File: config.mk
export PLATFORM = sky130hd
export DESIGN_NAME = dma_byte_fifo
export DESIGN_NICKNAME = d
export VERILOG_FILES = /design/src/rtl/dbf_pkg.sv /design/src/rtl/dbf_mem.sv /design/src/rtl/dbf_ctrl.sv /design/src/rtl/dbf_lanes.sv /design/src/rtl/dbf_pchk.sv /design/src/rtl/dma_byte_fifo.sv
export SDC_FILE = /design/constraint.sdc
export NUM_CORES = 1
export LEC_CHECK = 0
export BUFFER_PORTS_ARGS = -buffer_cell sky130_fd_sc_hd__buf_2
export CORE_MARGIN = 2
export CORE_UTILIZATION = 39
export CTS_BUF_LIST = sky130_fd_sc_hd__clkbuf_16
export CTS_CLUSTER_DIAMETER = 120
export DETAILED_ROUTE_END_ITERATION = 8
export SYNTH_ARGS = -nofsm -noshare
export SYNTH_HDL_FRONTEND = slang
export SYNTH_SLANG_ARGS = --single-unit
File: constraint.sdc
create_clock -name clk -period 12.5 [get_ports clk]
set_input_delay 0 -clock clk [delete_from_list [all_inputs] [get_ports clk]]
set_output_delay 0 -clock clk [all_outputs]
set_load 0.01 [all_outputs]
File: src/rtl/dbf_pkg.sv
package dbf_pkg;

  typedef struct packed {
    logic       par;
    logic [7:0] data;
  } dbf_entry_t;

  function automatic logic odd_par(input logic [7:0] b);
    return ~^b;
  endfunction

endpackage

File: src/rtl/dbf_mem.sv
module dbf_mem
  import dbf_pkg::*;
#(
  parameter int DEPTH = 16,
  parameter int AW    = 4
) (
  input  logic       clk,
  input  logic       we0,
  input  logic       we1,
  input  logic [AW-1:0] wa0,
  input  logic [AW-1:0] wa1,
  input  dbf_entry_t wd0,
  input  dbf_entry_t wd1,
  input  logic [AW-1:0] ra0,
  input  logic [AW-1:0] ra1,
  output dbf_entry_t rd0,
  output dbf_entry_t rd1
);

  dbf_entry_t mem_q [DEPTH];

  always_ff @(posedge clk) begin
    if (we0) mem_q[wa0] <= wd0;
    if (we1) mem_q[wa1] <= wd1;
  end

  assign rd0 = mem_q[ra0];
  assign rd1 = mem_q[ra1];

endmodule

File: src/rtl/dbf_ctrl.sv
module dbf_ctrl #(
  parameter int DEPTH = 16,
  parameter int AW    = 4,
  parameter int CW    = 5
) (
  input  logic          clk,
  input  logic          rst_n,
  input  logic          clr,
  input  logic [1:0]    push_n,
  input  logic [1:0]    pop_n,
  output logic [AW-1:0] wr_ptr,
  output logic [AW-1:0] rd_ptr,
  output logic [CW-1:0] cnt,
  output logic          push_ok,
  output logic          pop_ok,
  output logic          ovf,
  output logic          udf,
  output logic          empty,
  output logic          full
);

  logic [AW-1:0] wr_q, wr_nx, rd_q, rd_nx;
  logic [CW-1:0] cnt_q, cnt_nx, free, n_in, n_out;
  logic          ovf_q, ovf_nx, udf_q, udf_nx;

  always_comb begin
    free    = CW'(DEPTH) - cnt_q;
    push_ok = !clr && (push_n != 2'd0) && (CW'(push_n) <= free);
    pop_ok  = !clr && (pop_n != 2'd0) && (CW'(pop_n) <= cnt_q);
    n_in    = push_ok ? CW'(push_n) : '0;
    n_out   = pop_ok ? CW'(pop_n) : '0;
    if (clr) begin
      wr_nx  = '0;
      rd_nx  = '0;
      cnt_nx = '0;
      ovf_nx = 1'b0;
      udf_nx = 1'b0;
    end else begin
      wr_nx  = wr_q + AW'(n_in);
      rd_nx  = rd_q + AW'(n_out);
      cnt_nx = cnt_q + n_in - n_out;
      ovf_nx = ovf_q | ((push_n != 2'd0) && !push_ok);
      udf_nx = udf_q | ((pop_n != 2'd0) && !pop_ok);
    end
  end

  always_ff @(posedge clk or negedge rst_n) begin
    if (!rst_n) begin
      wr_q  <= '0;
      rd_q  <= '0;
      cnt_q <= '0;
      ovf_q <= 1'b0;
      udf_q <= 1'b0;
    end else begin
      wr_q  <= wr_nx;
      rd_q  <= rd_nx;
      cnt_q <= cnt_nx;
      ovf_q <= ovf_nx;
      udf_q <= udf_nx;
    end
  end

  assign wr_ptr = wr_q;
  assign rd_ptr = rd_q;
  assign cnt    = cnt_q;
  assign ovf    = ovf_q;
  assign udf    = udf_q;
  assign empty  = (cnt_q == '0);
  assign full   = (cnt_q == CW'(DEPTH));


  cnt_range_chk: assert property (@(posedge clk) disable iff (!rst_n)
    cnt_q <= CW'(DEPTH));


  word_push_chk: assert property (@(posedge clk) disable iff (!rst_n)
    (push_ok && push_n == 2'd2 && !pop_ok) |=> (cnt_q == $past(cnt_q) + CW'(2)));


  ovf_sticky_chk: assert property (@(posedge clk) disable iff (!rst_n)
    (ovf_q && !clr) |=> ovf_q);


  udf_hold_chk: assert property (@(posedge clk) disable iff (!rst_n)
    (pop_n != 2'd0 && !pop_ok && push_n == 2'd0 && !clr) |=> ($stable(cnt_q) && udf_q));


  clr_empty_chk: assert property (@(posedge clk) disable iff (!rst_n)
    clr |=> (cnt_q == '0 && !ovf_q && !udf_q));

endmodule

File: src/rtl/dbf_lanes.sv
module dbf_lanes
  import dbf_pkg::*;
#(
  parameter int DEPTH = 16,
  parameter int BURST = 8,
  parameter int CW    = 5
) (
  input  logic          dma_dir,
  input  logic          dma_ack,
  input  logic          par_gen,
  input  logic          flush_mode,
  input  logic [15:0]   dma_wdata,
  input  logic [1:0]    dma_wpar,
  input  logic          byte_push,
  input  logic [7:0]    byte_wdata,
  input  logic          byte_wpar,
  input  logic          byte_pop,
  input  logic [CW-1:0] cnt,
  input  dbf_entry_t    rd0,
  input  dbf_entry_t    rd1,
  output logic [1:0]    push_n,
  output logic [1:0]    pop_n,
  output dbf_entry_t    wd0,
  output dbf_entry_t    wd1,
  output logic [15:0]   dma_rdata,
  output logic [1:0]    dma_rpar,
  output logic [7:0]    byte_rdata,
  output logic          byte_rpar,
  output logic          dreq
);

  dbf_entry_t lane_wr [2];
  logic       dma_word_in, dma_word_out, single;

  for (genvar l = 0; l < 2; l++) begin : g_lane
    assign lane_wr[l].data = dma_wdata[8*l +: 8];
    assign lane_wr[l].par  = par_gen ? odd_par(dma_wdata[8*l +: 8]) : dma_wpar[l];
  end

  always_comb begin
    dma_word_in  = !dma_dir && dma_ack;
    dma_word_out = dma_dir && dma_ack;
    single       = (cnt < CW'(2));

    if (dma_word_in)    push_n = 2'd2;
    else if (byte_push) push_n = 2'd1;
    else                push_n = 2'd0;

    if (dma_word_out)   pop_n = (single && flush_mode && cnt != '0) ? 2'd1 : 2'd2;
    else if (byte_pop)  pop_n = 2'd1;
    else                pop_n = 2'd0;

    wd0 = dma_word_in ? lane_wr[0] : '{par: byte_wpar, data: byte_wdata};
    wd1 = lane_wr[1];

    if (single) begin
      dma_rdata = {8'h00, rd0.data};
      dma_rpar  = {1'b1, rd0.par};
    end else begin
      dma_rdata = {rd1.data, rd0.data};
      dma_rpar  = {rd1.par, rd0.par};
    end

    byte_rdata = rd0.data;
    byte_rpar  = rd0.par;

    if (dma_dir) dreq = (cnt >= CW'(BURST)) || (flush_mode && cnt != '0);
    else         dreq = (CW'(DEPTH) - cnt) >= CW'(BURST);
  end

endmodule

File: src/rtl/dbf_pchk.sv
module dbf_pchk
  import dbf_pkg::*;
(
  input  logic       clk,
  input  logic       rst_n,
  input  logic       clr,
  input  logic       perr_clr,
  input  logic       chk_en,
  input  logic       pop_ok,
  input  logic [1:0] pop_n,
  input  dbf_entry_t rd0,
  input  dbf_entry_t rd1,
  output logic       perr
);

  logic perr_q, perr_nx, bad0, bad1, hit;

  always_comb begin
    bad0 = rd0.par != odd_par(rd0.data);
    bad1 = rd1.par != odd_par(rd1.data);
    hit  = pop_ok && chk_en && (bad0 || (pop_n == 2'd2 && bad1));
    if (clr)           perr_nx = 1'b0;
    else if (hit)      perr_nx = 1'b1;
    else if (perr_clr) perr_nx = 1'b0;
    else               perr_nx = perr_q;
  end

  always_ff @(posedge clk or negedge rst_n) begin
    if (!rst_n) perr_q <= 1'b0;
    else        perr_q <= perr_nx;
  end

  assign perr = perr_q;


  perr_sticky_chk: assert property (@(posedge clk) disable iff (!rst_n)
    (perr_q && !perr_clr && !clr) |=> perr_q);


  passthru_quiet_chk: assert property (@(posedge clk) disable iff (!rst_n)
    (!chk_en && !perr_q) |=> !perr_q);

endmodule

File: src/rtl/dma_byte_fifo.sv
module dma_byte_fifo
  import dbf_pkg::*;
#(
  parameter int DEPTH = 16,
  parameter int BURST = 8
) (
  input  logic        clk,
  input  logic        rst_n,
  input  logic        dma_dir,
  input  logic        par_gen,
  input  logic        flush_mode,
  input  logic        clr,
  input  logic        perr_clr,
  input  logic        dma_ack,
  input  logic [15:0] dma_wdata,
  input  logic [1:0]  dma_wpar,
  output logic [15:0] dma_rdata,
  output logic [1:0]  dma_rpar,
  output logic        dreq,
  input  logic        byte_push,
  input  logic [7:0]  byte_wdata,
  input  logic        byte_wpar,
  input  logic        byte_pop,
  output logic [7:0]  byte_rdata,
  output logic        byte_rpar,
  output logic [$clog2(DEPTH+1)-1:0] count,
  output logic        empty,
  output logic        full,
  output logic        ovf,
  output logic        udf,
  output logic        perr
);

  localparam int AW = $clog2(DEPTH);
  localparam int CW = $clog2(DEPTH + 1);

  logic [AW-1:0] wr_ptr, rd_ptr;
  logic [CW-1:0] cnt;
  logic [1:0]    push_n, pop_n;
  logic          push_ok, pop_ok;
  dbf_entry_t    wd0, wd1, rd0, rd1;

  dbf_ctrl #(.DEPTH(DEPTH), .AW(AW), .CW(CW)) u_ctrl (
    .clk(clk), .rst_n(rst_n), .clr(clr), .push_n(push_n), .pop_n(pop_n),
    .wr_ptr(wr_ptr), .rd_ptr(rd_ptr), .cnt(cnt), .push_ok(push_ok), .pop_ok(pop_ok),
    .ovf(ovf), .udf(udf), .empty(empty), .full(full)
  );

  dbf_mem #(.DEPTH(DEPTH), .AW(AW)) u_mem (
    .clk(clk),
    .we0(push_ok), .we1(push_ok && push_n == 2'd2),
    .wa0(wr_ptr), .wa1(wr_ptr + AW'(1)),
    .wd0(wd0), .wd1(wd1),
    .ra0(rd_ptr), .ra1(rd_ptr + AW'(1)),
    .rd0(rd0), .rd1(rd1)
  );

  dbf_lanes #(.DEPTH(DEPTH), .BURST(BURST), .CW(CW)) u_lanes (
    .dma_dir(dma_dir), .dma_ack(dma_ack), .par_gen(par_gen), .flush_mode(flush_mode),
    .dma_wdata(dma_wdata), .dma_wpar(dma_wpar),
    .byte_push(byte_push), .byte_wdata(byte_wdata), .byte_wpar(byte_wpar),
    .byte_pop(byte_pop), .cnt(cnt), .rd0(rd0), .rd1(rd1),
    .push_n(push_n), .pop_n(pop_n), .wd0(wd0), .wd1(wd1),
    .dma_rdata(dma_rdata), .dma_rpar(dma_rpar),
    .byte_rdata(byte_rdata), .byte_rpar(byte_rpar), .dreq(dreq)
  );

  dbf_pchk u_pchk (
    .clk(clk), .rst_n(rst_n), .clr(clr), .perr_clr(perr_clr), .chk_en(par_gen),
    .pop_ok(pop_ok), .pop_n(pop_n), .rd0(rd0), .rd1(rd1), .perr(perr)
  );

  assign count = cnt;


  dreq_data_chk: assert property (@(posedge clk) disable iff (!rst_n)
    (dma_dir && dreq) |-> !empty);


  flag_excl_chk: assert property (@(posedge clk) disable iff (!rst_n)
    !(empty && full));

endmodule

==> Word level (Yosys, flattened, before mapping) <==
Memories as Yosys holds them, arrays and structs flattened.
Index checks and enable logic that the tools add are counted.
{ "totals": {"mem_count": 1, "ram_bits": 144, "inputBits": 37, "register_bits": 16} }
{ "op_classes": {"mux": 25, "magnitude_cmp": 5, "reduce_logical": 30, "n_addsub": 7, "n_eq_ne": 5, "bitwise_logic": 2} }
{ "mem_list": {"columns": ["memory", "depth", "word_bits", "read_ports", "rd_clocked_by_memory_dff", "wr", "line", "source"], "rows": [
  ["u_mem.mem_q", 16, 9, 2, 0, 2, "dbf_mem.sv:20", "dbf_entry_t mem_q [DEPTH];"]
]} }
{ "op_table": {"columns": ["op", "n"], "rows": [
  ["$reduce_xnor 8->1", 4],
  ["$mux 16", 1],
  ["$logic_and 1x1->1", 15],
  ["$mux 1", 14],
  ["$mux 2", 6],
  ["$ge 5x4->1 const B", 2],
  ["$le 2x5->1", 2],
  ["$mux 9", 1],
  ["$add 4x1->4 const B", 2],
  ["$add 4x4->4", 2],
  ["$mux 4", 2],
  ["$add 5x5->5", 1],
  ["$eq 5x5->1 const B", 1],
  ["$logic_not 5->1", 1],
  ["$lt 5x2->1 const B", 1],
  ["$mux 5", 1],
  ["$reduce_bool 5->1", 1],
  ["$sub 5x5->5", 1],
  ["$sub 5x5->5 const A", 1],
  ["$eq 2x2->1 const B", 2],
  ["$logic_not 1->1", 4],
  ["$reduce_bool 2->1", 2],
  ["$reduce_bool 3->1", 1],
  ["$logic_or 1x1->1", 2],
  ["other kinds (2)", 4]
]} }

==> Longest topological paths before layout <==
Gate-level depths: netlist of run 1.
{ "logic_depth": {"word_depth": 12, "mapped_depth": 21} }

==> Hierarchy <==
A second synthesis of run 1 with hierarchy kept.
{ "unflattened": {"hier_cells": 739, "hier_area_um2": 10488.8} }
{ "modules_own_cells": {"columns": ["module", "instances", "seq_area_each_um2", "cells_per_inst", "area_per_inst_um2"], "rows": [
  ["dbf_mem", 1, 4324.1, 518, 8454.4],
  ["dbf_ctrl", 1, 375.4, 109, 1086.0],
  ["dbf_lanes", 1, 0.0, 80, 659.4],
  ["dbf_pchk", 1, 25.0, 20, 203.9],
  ["dma_byte_fifo", 1, 0.0, 12, 85.1]
]} }

==> Worst setup path after synthesis of run 1 <==
No wires, ideal clock.
{ "synth_path": {"path_type": "register to register", "from": "register u_ctrl.cnt_q[2] (netlist: u_ctrl.cnt[2])", "to": "register u_ctrl.cnt_q[4] (netlist: u_ctrl.cnt[4])", "required_ns": 12.422, "arrival_ns": 4.470, "path_slack_ns": 7.952, "path_stages_with_launch": 21, "synth_period_minus_slack_ns": 4.548, "path_cell_list": "dfrtp_1 -> inv_1 -> ha_1 -> and2_1 -> ha_1 -> nor2b_1 -> a21o_1 -> nand2_1 -> ha_1 -> a31o_2 -> maj3_1 -> nor3b_1 -> or3b_2 -> nor2_1 -> fa_1 -> inv_1 -> fa_1 -> a21oi_1 -> nor2_1 -> or3_1 -> a21oi_1"} }
{ "synth_between": {"elab_chain_cells": 11} }
{ "synth_lines": {"columns": ["item", "line", "source"], "rows": [
  ["start: declaration", "dbf_ctrl.sv:23", "logic [CW-1:0] cnt_q, cnt_nx, free, n_in, n_out;"],
  ["start signal: assignment", "dbf_ctrl.sv:57", "cnt_q <= cnt_nx;"],
  ["parallel branches: the longest is 9 deep, another holds $sub 5x5->5", null, null],
  ["$sub 5x5->5 (*)", "dbf_ctrl.sv:41", "cnt_nx = cnt_q + n_in - n_out;"],
  ["$mux 5 (*)", "dbf_ctrl.sv:32", "if (clr) begin"],
  ["via u_ctrl.cnt_nx[4]", "dbf_ctrl.sv:23", null]
]} }
Mark *: on every way through the listed nets, which the timed path passes.
A chain may end at the register's enable or synchronous reset.

==> Worst setup path in the final report of run 1 <==
Same ends and word-level chain as after synthesis.

==> flow_results.org, run 1 <==
** Placed design
- Once placement completed, the tool counted placed cells totaling 1,116.
- Area post-placement :: 11,000 µm²
- Before CTS, the worst setup slack after placement is 7.72 ns.
- During placement, the flow inserted port buffers numbering 74.
- HPWL after detailed placement :: 20.5 mm
- At the end of routability-driven placement, the weighted congestion stood at 0.867.

** Yosys
- Post-synth top cells :: 144 x sky130_fd_sc_hd__edfxtp_1, 126 x sky130_fd_sc_hd__mux2_2, 59 x sky130_fd_sc_hd__mux4_2
- The synthesized netlist devotes 4.41% of its cell area to compound gates.
- Xor-xnor portion of the synthesized cell area :: 3.66%
- sky130_fd_sc_hd__edfxtp_1 takes more of the synthesized area than any other cell.
- Warning count from the yosys run :: 0
- Predominant post-synthesis flop cell :: sky130_fd_sc_hd__edfxtp_1
- The synthesized design contains 160 register bits.
- Basic-gate share of the synthesized area counting and, or, nand and nor cells :: 6.65%
- Most instantiated library cell after synthesis :: sky130_fd_sc_hd__edfxtp_1
- Dominant combinational cell family by area after synthesis :: multiplexers
- Cell count after synthesis :: 757
- Seq/Total Area, Yosys :: 45.2%
- Mux cell area share after synthesis :: 32.5%
- By area the synthesized netlist is led by sky130_fd_sc_hd__edfxtp_1 41%, sky130_fd_sc_hd__mux2_2 14%, sky130_fd_sc_hd__mux4_2 13%, sky130_fd_sc_hd__mux2i_1 5.5%, sky130_fd_sc_hd__dfrtp_1 3.8%.
- Share of flip-flops with an asynchronous set or reset after synthesis :: 10.0%
- A synthesized cell averages 13.8 µm².
- In this run the cell area of the synthesized design comes to 10,500 µm².
- When the netlist entered floorplanning its net count stood at 818.
- After Yosys synthesis, full adders, half adders and majority gates account for 3.25% of the synthesized area.
- The share of synthesized area in the top cell type comes to 41.3%.
- Count of different cell masters after synthesis :: 54
- Number of enable-type register cells in the synthesized netlist :: 144

** Clock tree
- TritonCTS clock tree :: done
- Number of buffers created by CTS :: 17
- No sink is reached through more buffers than the 2 on the longest clock path.
- Clock latency reported for the late side of the worst-skew pair :: 0.43 ns
- Root cell of the clock tree :: sky130_fd_sc_hd__clkbuf_16
- Sinks on the clock net :: 160
- The clock tree synthesis step divided the H-tree into 4 levels.
- Post-CTS timing repair inserted 0 buffers for setup.
- Clock transition at the registers of the reported paths :: 0.06 ns

** Floorplan
- Chip Height :: 168 µm
- Core footprint :: 26,200 µm²
- The floorplan step defined a die boundary enclosing 28,200 µm².
- The die is 168 µm wide.
- I/O pin count :: 75
- Number of core rows :: 59
- The initial utilization of the core area, before any placement, comes to 39.9%.

** Drt
- Antenna viol nets, final :: 0
- The detailed router finished its first iteration with 587 violations.
- After detailed routing, the number of remaining DRC violations is 0.
- The routed layout has 6,687 vias.
- The final layout contains routed wiring with a total length of 29.3 mm.
- Dividing the detail-routed wire length by the instance count gives 25.4 µm.
- The pre-antenna-repair detailed-routing pass consisted of 6 iterations.
- Average via count per standard cell :: 5.80

** Pwr
- Across the VDD grid, the largest voltage drop is 0.0000935 V.
- Power density relative to cell area :: 173 nW/µm²
- Power comes to 2.01 mW.
- The analysis attributes to cell leakage a power of 4.01 nW.

** Run status
- The flow ran to the end, and the final reports show no timing, DRC or antenna violations.

** Finish
- The finished cells cover 11,600 µm².
- Non-filler cells, final :: 1,153
- In the final design database the tool counted 866 nets.
- Across the whole layout, storage elements account for 4730 µm².
- Area growth syn-to-layout :: 10.8%
- Fill cells in the final layout number 2,401.
- Util after Layout :: 44.2%
- Diodes inserted :: 0
- Layout cell share with drive strength beyond 1 :: 40.5%
- The multi-input combinational cells in the finished layout cover a total of 5300 µm².

** GRT
- Met2 track demand over resource in global routing :: 35.1%
- Vias in the first global route :: 6,719
- First-pass GRT wire length :: 43.4 mm
- Entering global routing, the biggest net connects 48 pins.
- Met3 Resource Use GR :: 3.41%
- After global routing, the most crowded layer is met2.
- Initial antenna violation count :: 0
- Tot GR Track Use :: 21.2%
- Global routing finished with a remaining overflow of 0.
- For this run, global-route usage on met1 was measured as 28.9%.

** Worst setup path
- Delay-heaviest family, CP :: adder cells
- Walking the worst path, the cells encountered are inv_1 -> ha_1 -> and2_1 -> ha_1 -> nor2b_1 -> a21o_1 -> nand2_1 -> ha_1 -> a31o_2 -> maj3_1 -> nor3b_1 -> or3b_2 -> nor2_1 -> fa_1 -> inv_1 -> fa_1 -> a21oi_1 -> nor2_1 -> or3_1 -> a21oi_1.
- Reg-to-Reg Start :: u_ctrl.cnt[2]$_DFF_PN0_
- In this run the register-to-register setup slack is 7.65 ns.
- End of the worst register-to-register path :: u_ctrl.cnt[4]$_DFF_PN0_
- Worst r2r path cells :: 20
- The critical path ends at u_ctrl.cnt[4]$_DFF_PN0_.
- Kind of capture point of the worst setup path :: flip-flop
- Crit path from :: u_ctrl.cnt[2]$_DFF_PN0_
- Counting both buffers and inverters, the worst setup path holds a total of 2.
- The worst setup path is launched from a flip-flop.
- In this run the worst path has a maximum fanout of 8.
- CP Data Arrival Time :: 5.21 ns
- By startpoint and endpoint, the worst setup path is classified as flip-flop to flip-flop.
- The critical path runs through a total of 20 cells.
- STA puts the critical path data required time at 12.85 ns.
- CP max-delay cell :: sky130_fd_sc_hd__fa_1
- Cell occurring most often along the worst timing path :: sky130_fd_sc_hd__ha_1
- Delay of the slowest cell on the worst path :: 0.53 ns

** Timing
- The worst path in the final design needs a cycle of 4.85 ns, including I/O delays and setup.
- After routing, the total negative slack on setup checks comes to 0 ns.
- Crit share post-route :: 38.8%
- Number of hold violations in the final report :: 0
- The worst pin sits at a relative slew slack of 19.2%.
- Fmax :: 206 MHz
- Post-layout worst setup margin :: 7.65 ns
- For the pin with the worst max-slew slack, the measured transition is 1.21 ns.
- Across all hold checks on the routed design, the worst slack comes to 0.0367 ns.
- RSZ-0062 raised after global routing :: false
- Across the routed clock network, the largest skew measured is 0.00955 ns.
- Max-slew violation total from the final report :: 0
- Setup violations remaining at the end of the flow were counted as 0.

** Min path
- The path class of the tightest hold or removal check is primary input to async pin.

** Run
- Number of violations of the max-capacitance limit :: 0
## worst min-delay path by stage
stage,slack [ns],depth (start not counted),to
2_1_floorplan,-0.30,0,u_ctrl.cnt[0]$_DFF_PN0_
3_3_place_gp,-0.05,1,u_ctrl.ovf$_DFF_PN0_
3_5_place_dp,-0.05,1,u_ctrl.ovf$_DFF_PN0_
4_1_cts,0.04,2,u_ctrl.wr_ptr[1]$_DFF_PN0_
5_1_grt,0.06,2,u_ctrl.cnt[3]$_DFF_PN0_
6_report,0.04,2,u_ctrl.cnt[3]$_DFF_PN0_
## state kept, by name (all words and copies together), names as in the netlist
register and cells:
u_ctrl.cnt 5, u_mem.mem_q 144, u_pchk.perr 1, u_ctrl.rd_ptr 4, u_ctrl.udf 1, u_ctrl.ovf 1, u_ctrl.wr_ptr 4
## power breakdown
part | internal [mW] | switching (mW)
logic | 0.393 | 0.440
registers | 0.619 | 0.0384
clock network | 0.310 | 0.210
## worst register-to-register path: stages, from the launching register on
cell and delay (ns):
sky130_fd_sc_hd__dfrtp_1 0.48, sky130_fd_sc_hd__inv_1 0.13, sky130_fd_sc_hd__ha_1 0.23, sky130_fd_sc_hd__and2_1 0.18
sky130_fd_sc_hd__ha_1 0.19, sky130_fd_sc_hd__nor2b_1 0.14, sky130_fd_sc_hd__a21o_1 0.22, sky130_fd_sc_hd__nand2_1 0.08
sky130_fd_sc_hd__ha_1 0.27, sky130_fd_sc_hd__a31o_2 0.23, sky130_fd_sc_hd__maj3_1 0.35, sky130_fd_sc_hd__nor3b_1 0.25
sky130_fd_sc_hd__or3b_2 0.20, sky130_fd_sc_hd__nor2_1 0.09, sky130_fd_sc_hd__fa_1 0.53, sky130_fd_sc_hd__inv_1 0.07
sky130_fd_sc_hd__fa_1 0.45, sky130_fd_sc_hd__a21oi_1 0.18, sky130_fd_sc_hd__nor2_1 0.07, sky130_fd_sc_hd__or3_1 0.30
sky130_fd_sc_hd__a21oi_1 0.14
## per-layer routing
metal,vias up,share of wire (%)
met1,3417,44
met2,215,48
met4,0,2.2
li1,3014,-
met3,41,5.3
met5,-,0
## area by class of cell
cell class / count / share of cell area (%)
Timing Repair Buffer: 91 / 4.40
Clock buffer: 17 / 3.67
Tap cell: 335 / 3.62
Inverter: 16 / 0.518
Clock inverter: 15 / 1.33
Sequential cell: 160 / 40.8
Multi-Input combinational cell: 519 / 45.7
## cells in the final DEF (no fill, tap or decap), drive strengths merged, types with 3 or more instances in the layout
master         n
mux2i         58
edfxtp       144
o21ai         13
nand2b         7
dfrtp         16
mux2         132
nor3           6
or2            3
a221oi        16
fa             4
xnor2         29
buf           86
a21oi         14
nor2          42
a22oi          8
clkinv         8
inv           19
bufinv         3
clkbuf        17
nand2         52
nand3          3
ha            20
nor2b         19
dlygate4sd3    5
and2           3
xor2           7
o22ai          5
mux4          59
## repair_timing
| action | CTS | global route |
|---|---|---|
| hold endpoints to repair | 30 | 0 |
| resized for setup | 0 | 0 |
| hold buffers | 5 | 0 |
| setup endpoints to repair | 0 | 0 |
## logic make-up after synthesis
family,Yosys count
AO/OA/AOI/OAI,66
XOR/XNOR,38
adder cells (fa/ha/maj),25
AND/OR/NAND/NOR,141
buffers and inverters,78
flip-flops,160
multiplexers,249
Note: power is estimated with default switching activity, not from simulation.
==> run 2: changes to the inputs <==
- ABC_AREA: default -> 1
- clock period: 12.5 -> 4.3 ns (I/O delays scaled with it)
==> run 2 against run 1 <==
Against the previous run:
- clock-buffer cell count did not move
- critical path depth rose by 5
- sequential share of layout area fell by 2.6 points
- setup slack got worse by 7.3 ns
- largest cell class unchanged
- highest routed layer unchanged
==> flow_results.org, run 2 <==
** Run status
- The run finished with clean final reports.

** Yosys
- The sequential fraction of the synthesis area was 42.4% (-2.8 points).
- Ranked by total cell area, the synthesized netlist is headed by sky130_fd_sc_hd__edfxtp_1 39%, sky130_fd_sc_hd__nand2_1 15%, sky130_fd_sc_hd__o21ai_0 9.0%, sky130_fd_sc_hd__nand3_1 5.0%, sky130_fd_sc_hd__inv_1 4.6%.
- Post-synthesis net count :: 1,529 (+87%)
- The average footprint of a synthesized cell was 7.59 µm² (-45%).
- Cell Area, Synth :: 11,100 µm² (+6.5%)
- For this run, the leading register cell type out of synthesis is sky130_fd_sc_hd__edfxtp_1.
- Dominant cell type by area after synthesis :: sky130_fd_sc_hd__edfxtp_1
- Post-synth top cells :: 432 x sky130_fd_sc_hd__nand2_1, 201 x sky130_fd_sc_hd__o21ai_0, 144 x sky130_fd_sc_hd__edfxtp_1
- The fraction of registers with async set or reset after synthesis is 10.0% (unchanged).
- Number of enable-type register cells in the synthesized netlist :: 144 (unchanged)
- The share of Yosys cell area claimed by the top area cell type is 38.8% (-2.5 points).
- The post-synthesis cell type count came to 44 (-19%).
- The count of mapped cells out of synthesis came to 1,468 (+94%).
- The number of warnings reported in the yosys synthesis log was 0 (unchanged).
- The flip-flop and latch count after synthesis came to 160 (unchanged).
- Among all cell types in the netlist, the one instantiated most often is sky130_fd_sc_hd__nand2_1.

** Finish
- Leading cell types in the layout, fill and taps excluded :: 431 x sky130_fd_sc_hd__nand2_1, 201 x sky130_fd_sc_hd__o21ai_0, 144 x sky130_fd_sc_hd__edfxtp_1
- The final core utilization came to 44.3% (+0.081 points).
- The flip-flop count of the largest register after layout is 144 (unchanged).
- Fill cell total of the finished layout :: 2,846 (+19%)
- Layout cell share with drive strength beyond 1 :: 12.4% (-28 points)
- The number of nets in the layout is 1,562 (+80%).
- Compared with the post-synthesis result, the final layout area differs by 11.1%.
- Footprint of the flip-flops and latches :: 4730 µm² (unchanged)
- The final antenna diode count came to 0 (unchanged).
- Area taken by multi-input logic gates :: 5320 µm² (+0.50%)
- Reg with most FFs :: u_mem.mem_q
- Most frequent standard cell in the layout excluding fill and tap cells :: sky130_fd_sc_hd__nand2_1

** Timing
- Fmax :: 253 MHz (+23%)
- Number of hold violations in the final report :: 0 (unchanged)
- Crit share post-route :: 91.9% (+53 points)
- The clock period minus worst slack is 3.95 ns (-0.899 ns).
- Clk_skew :: 0.0100 ns (+0.000450 ns)
- Relative slew slack :: 33.4% (+14 points)
- Max-slew violation total from the final report :: 0 (unchanged)
- The setup violation total in the final timing report is 0 (unchanged).
- The actual transition at the worst max-transition pin came to 0.993 ns (-0.215 ns).

** Worst setup path
- Delay-heaviest family, CP :: adder cells
- The register-to-register path setup slack is 0.35 ns (-7.30 ns).
- Kind of capture point of the worst setup path :: flip-flop
- Among all stages on the critical path, the largest delay is contributed by sky130_fd_sc_hd__fa_1.
- The logic depth of the worst path, buffers included came to 25 (+25%).
- The number of buffer and inverter instances along the worst setup path came to 5 (+3).
- CP Data Arrival Time :: 4.31 ns (-0.90 ns)
- The setup path with the least slack is of type flip-flop to flip-flop.
- The largest fanout on the critical path is 6 (-2).
- The worst setup path is launched from a flip-flop.
- The biggest cell delay along the critical path was 0.51 ns (-0.02 ns).
- The length in cells of the worst reg-to-reg path came to 25 (+25%).
- Data required time of the critical path :: 4.66 ns (-8.19 ns)
- Cell occurring most often along the worst timing path :: sky130_fd_sc_hd__inv_1

** Pwr
- The peak supply drop came to 0.000291 V (+210%).
- Power density relative to cell area :: 491 nW/µm² (+180%)
- The leakage dissipation came to 5.56 nW (+39%).
- Design Power :: 6.08 mW (+200%)

** Floorplan
- The number of core rows is 61 (+3.4%).
- The die width was 173 µm (+3.1%).
- The effective utilization at floorplan was 39.9% (about the same).
- The number of placed I/O pins is 75 (unchanged).
- Die Outline Area :: 29,900 µm² (+6.4%)
- The vertical extent of the die is 173 µm (+3.1%).
- The core box area came to 27,900 µm² (+6.6%).

** Drt
- Average via count per standard cell :: 5.40 (-6.9%)
- Total via count after detailed routing :: 10,200 (+53%)
- The remaining routing DRC violations is 0 (unchanged).
- The average routed wire per standard cell is 19.2 µm (-24%).
- The DRC marker count from the first detailed-route iteration came to 1,272 (+120%).
- The total length of routed wires was 36.4 mm (+24%).
- The number of iterations in the first detailed-routing pass is 6 (unchanged).
- Antenna viol nets, final :: 0 (unchanged)

** Clock tree
- In this run the clock root is driven by a sky130_fd_sc_hd__clkbuf_16.
- TritonCTS clock tree :: done
- The total CTS buffers came to 17 (unchanged).
- The H-tree level count came to 4 (unchanged).
- The clock latency at the later pin of the worst-skew pair was 0.43 ns (about the same).
- The number of sinks driven by the clock tree is 160 (unchanged).
- Clock transition at the registers of the reported paths :: 0.06 ns (about the same)
- The maximum number of buffers from clock root to sink came to 2 (unchanged).

** GRT
- The number of antenna violations at the first check in global routing came to 0 (unchanged).
- The wire length of the first global-routing pass is 55.6 mm (+28%).
- The aggregate global-route resource usage was 24.4% (+3.1 points).
- The total congestion overflow is 0 (unchanged).
- Vias in the first global route :: 9,367 (+39%)
- Largest net degree at the start of global routing :: 152 (+220%)

** Run
- The max-capacitance violation count is 0 (unchanged).

** Placed design
- HPWL after detailed placement :: 24.9 mm (+22%)
- Quantity of I/O buffers inserted on ports :: 74 (unchanged)
- The final RePlAce weighted congestion is 0.889 (+2.5%).

** Min path
- The path class of the tightest hold or removal check is primary input to async pin.
## run 2: cell types whose count changed in the layout (fill, tap and decap cells not counted), moves of 59 or more
cell,previous run,this run
sky130_fd_sc_hd__mux4_2,59,0
sky130_fd_sc_hd__nand3_1,2,110
sky130_fd_sc_hd__inv_1,17,139
sky130_fd_sc_hd__nor2_1,31,93
sky130_fd_sc_hd__mux2_2,126,0
sky130_fd_sc_hd__nand2_1,50,431
sky130_fd_sc_hd__o21ai_0,11,201
## run 2: area by class of cell
type                            count  share of cell area (%)
Tap cell                          378                    3.82
Inverter                          149                    4.54
Timing Repair Buffer              118                    5.98
Clock buffer                       17                    3.44
Sequential cell                   160                    38.2
Multi-Input combinational cell   1055                    43.0
Clock inverter                     15                    1.04
## run 2: cell families (layout without fill, tap and decap cells)
| group | Yosys count | count (layout) | synth area share (%) |
|---|---|---|---|
| compound gates | 348 | 348 | 16.9 |
| fa+ha+maj | 24 | 24 | 2.96 |
| simple gates | 662 | 662 | 25.6 |
| buf+inv | 253 | 299 | 10.0 |
| flops | 160 | 160 | 42.4 |
| mux | 1 | 1 | 0.0898 |
| xor+xnor | 20 | 20 | 1.98 |
## run 2: per-layer routing
metal | routed length [µm] | GRT usage, %
met3 | 3180 | 4.00
met1 | 15800 | 33.6
met5 | 0 | 0
met4 | 1030 | 8.62
met2 | 16300 | 38.7
## run 2: worst paths after layout
path                                          from                     endpoint
max in group asynchronous                    rst_n   u_ctrl.rd_ptr[0]$_DFF_PN0_
min reg2reg                   u_ctrl.ovf$_DFF_PN0_         u_ctrl.ovf$_DFF_PN0_
min                                          rst_n      u_pchk.perr$_DFFE_PN0P_
max                        u_ctrl.cnt[2]$_DFF_PN0_      u_ctrl.cnt[4]$_DFF_PN0_
max reg2reg                u_ctrl.cnt[2]$_DFF_PN0_      u_ctrl.cnt[4]$_DFF_PN0_
min in group clk                       dma_wpar[1]  u_mem.mem_q[9][8]$_DFFE_PP_
## run 2: worst reg2reg max path, stage by stage, from the launching register on
cell	delay (ns)
sky130_fd_sc_hd__dfrtp_1	0.41
sky130_fd_sc_hd__inv_2	0.10
sky130_fd_sc_hd__ha_1	0.23
sky130_fd_sc_hd__nand2_1	0.07
sky130_fd_sc_hd__inv_1	0.05
sky130_fd_sc_hd__ha_1	0.18
sky130_fd_sc_hd__inv_1	0.07
sky130_fd_sc_hd__nand3_1	0.11
sky130_fd_sc_hd__nand2_2	0.12
sky130_fd_sc_hd__nand2_1	0.06
sky130_fd_sc_hd__ha_1	0.27
sky130_fd_sc_hd__a31o_2	0.23
sky130_fd_sc_hd__o21ai_0	0.07
sky130_fd_sc_hd__nand4_1	0.13
sky130_fd_sc_hd__nand3_2	0.12
sky130_fd_sc_hd__nor2_2	0.08
sky130_fd_sc_hd__fa_1	0.52
sky130_fd_sc_hd__inv_1	0.08
sky130_fd_sc_hd__fa_2	0.39
sky130_fd_sc_hd__nand2_1	0.07
sky130_fd_sc_hd__inv_1	0.05
sky130_fd_sc_hd__nor2_1	0.09
sky130_fd_sc_hd__nor2_1	0.05
sky130_fd_sc_hd__nor2_1	0.13
sky130_fd_sc_hd__o21ai_0	0.09
sky130_fd_sc_hd__a21oi_1	0.14
## run 2: repair_timing
item / in CTS / in global routing
hold endpoints to repair: 27 / 0
setup endpoints to repair: 0 / 1
hold buffers: 6 / 0
resized for setup: 0 / 5
setup buffers: 0 / 7
## run 2: power breakdown
part           switching, mW  internal [mW]
combinational           1.88          0.886
sequential            0.0664           1.78
clock                  0.627          0.839
total                   2.57           3.51
## run 2: metrics by stage
stage	worst slack (ns)	area, µm²	setup TNS, ns	cells	hold WS, ns
after floorplan	0.413	11100	0	1468	-0.296
after global placement	0.311	11700	0	1847	-0.00563
after detailed placement	0.278	11700	0	1847	-0.0102
after CTS	0.239	12300	0	1885	0.0706
after global routing	-0.0521	12400	-0.0521	1892	0.100
final	0.347	12400	0	1892	0.0528
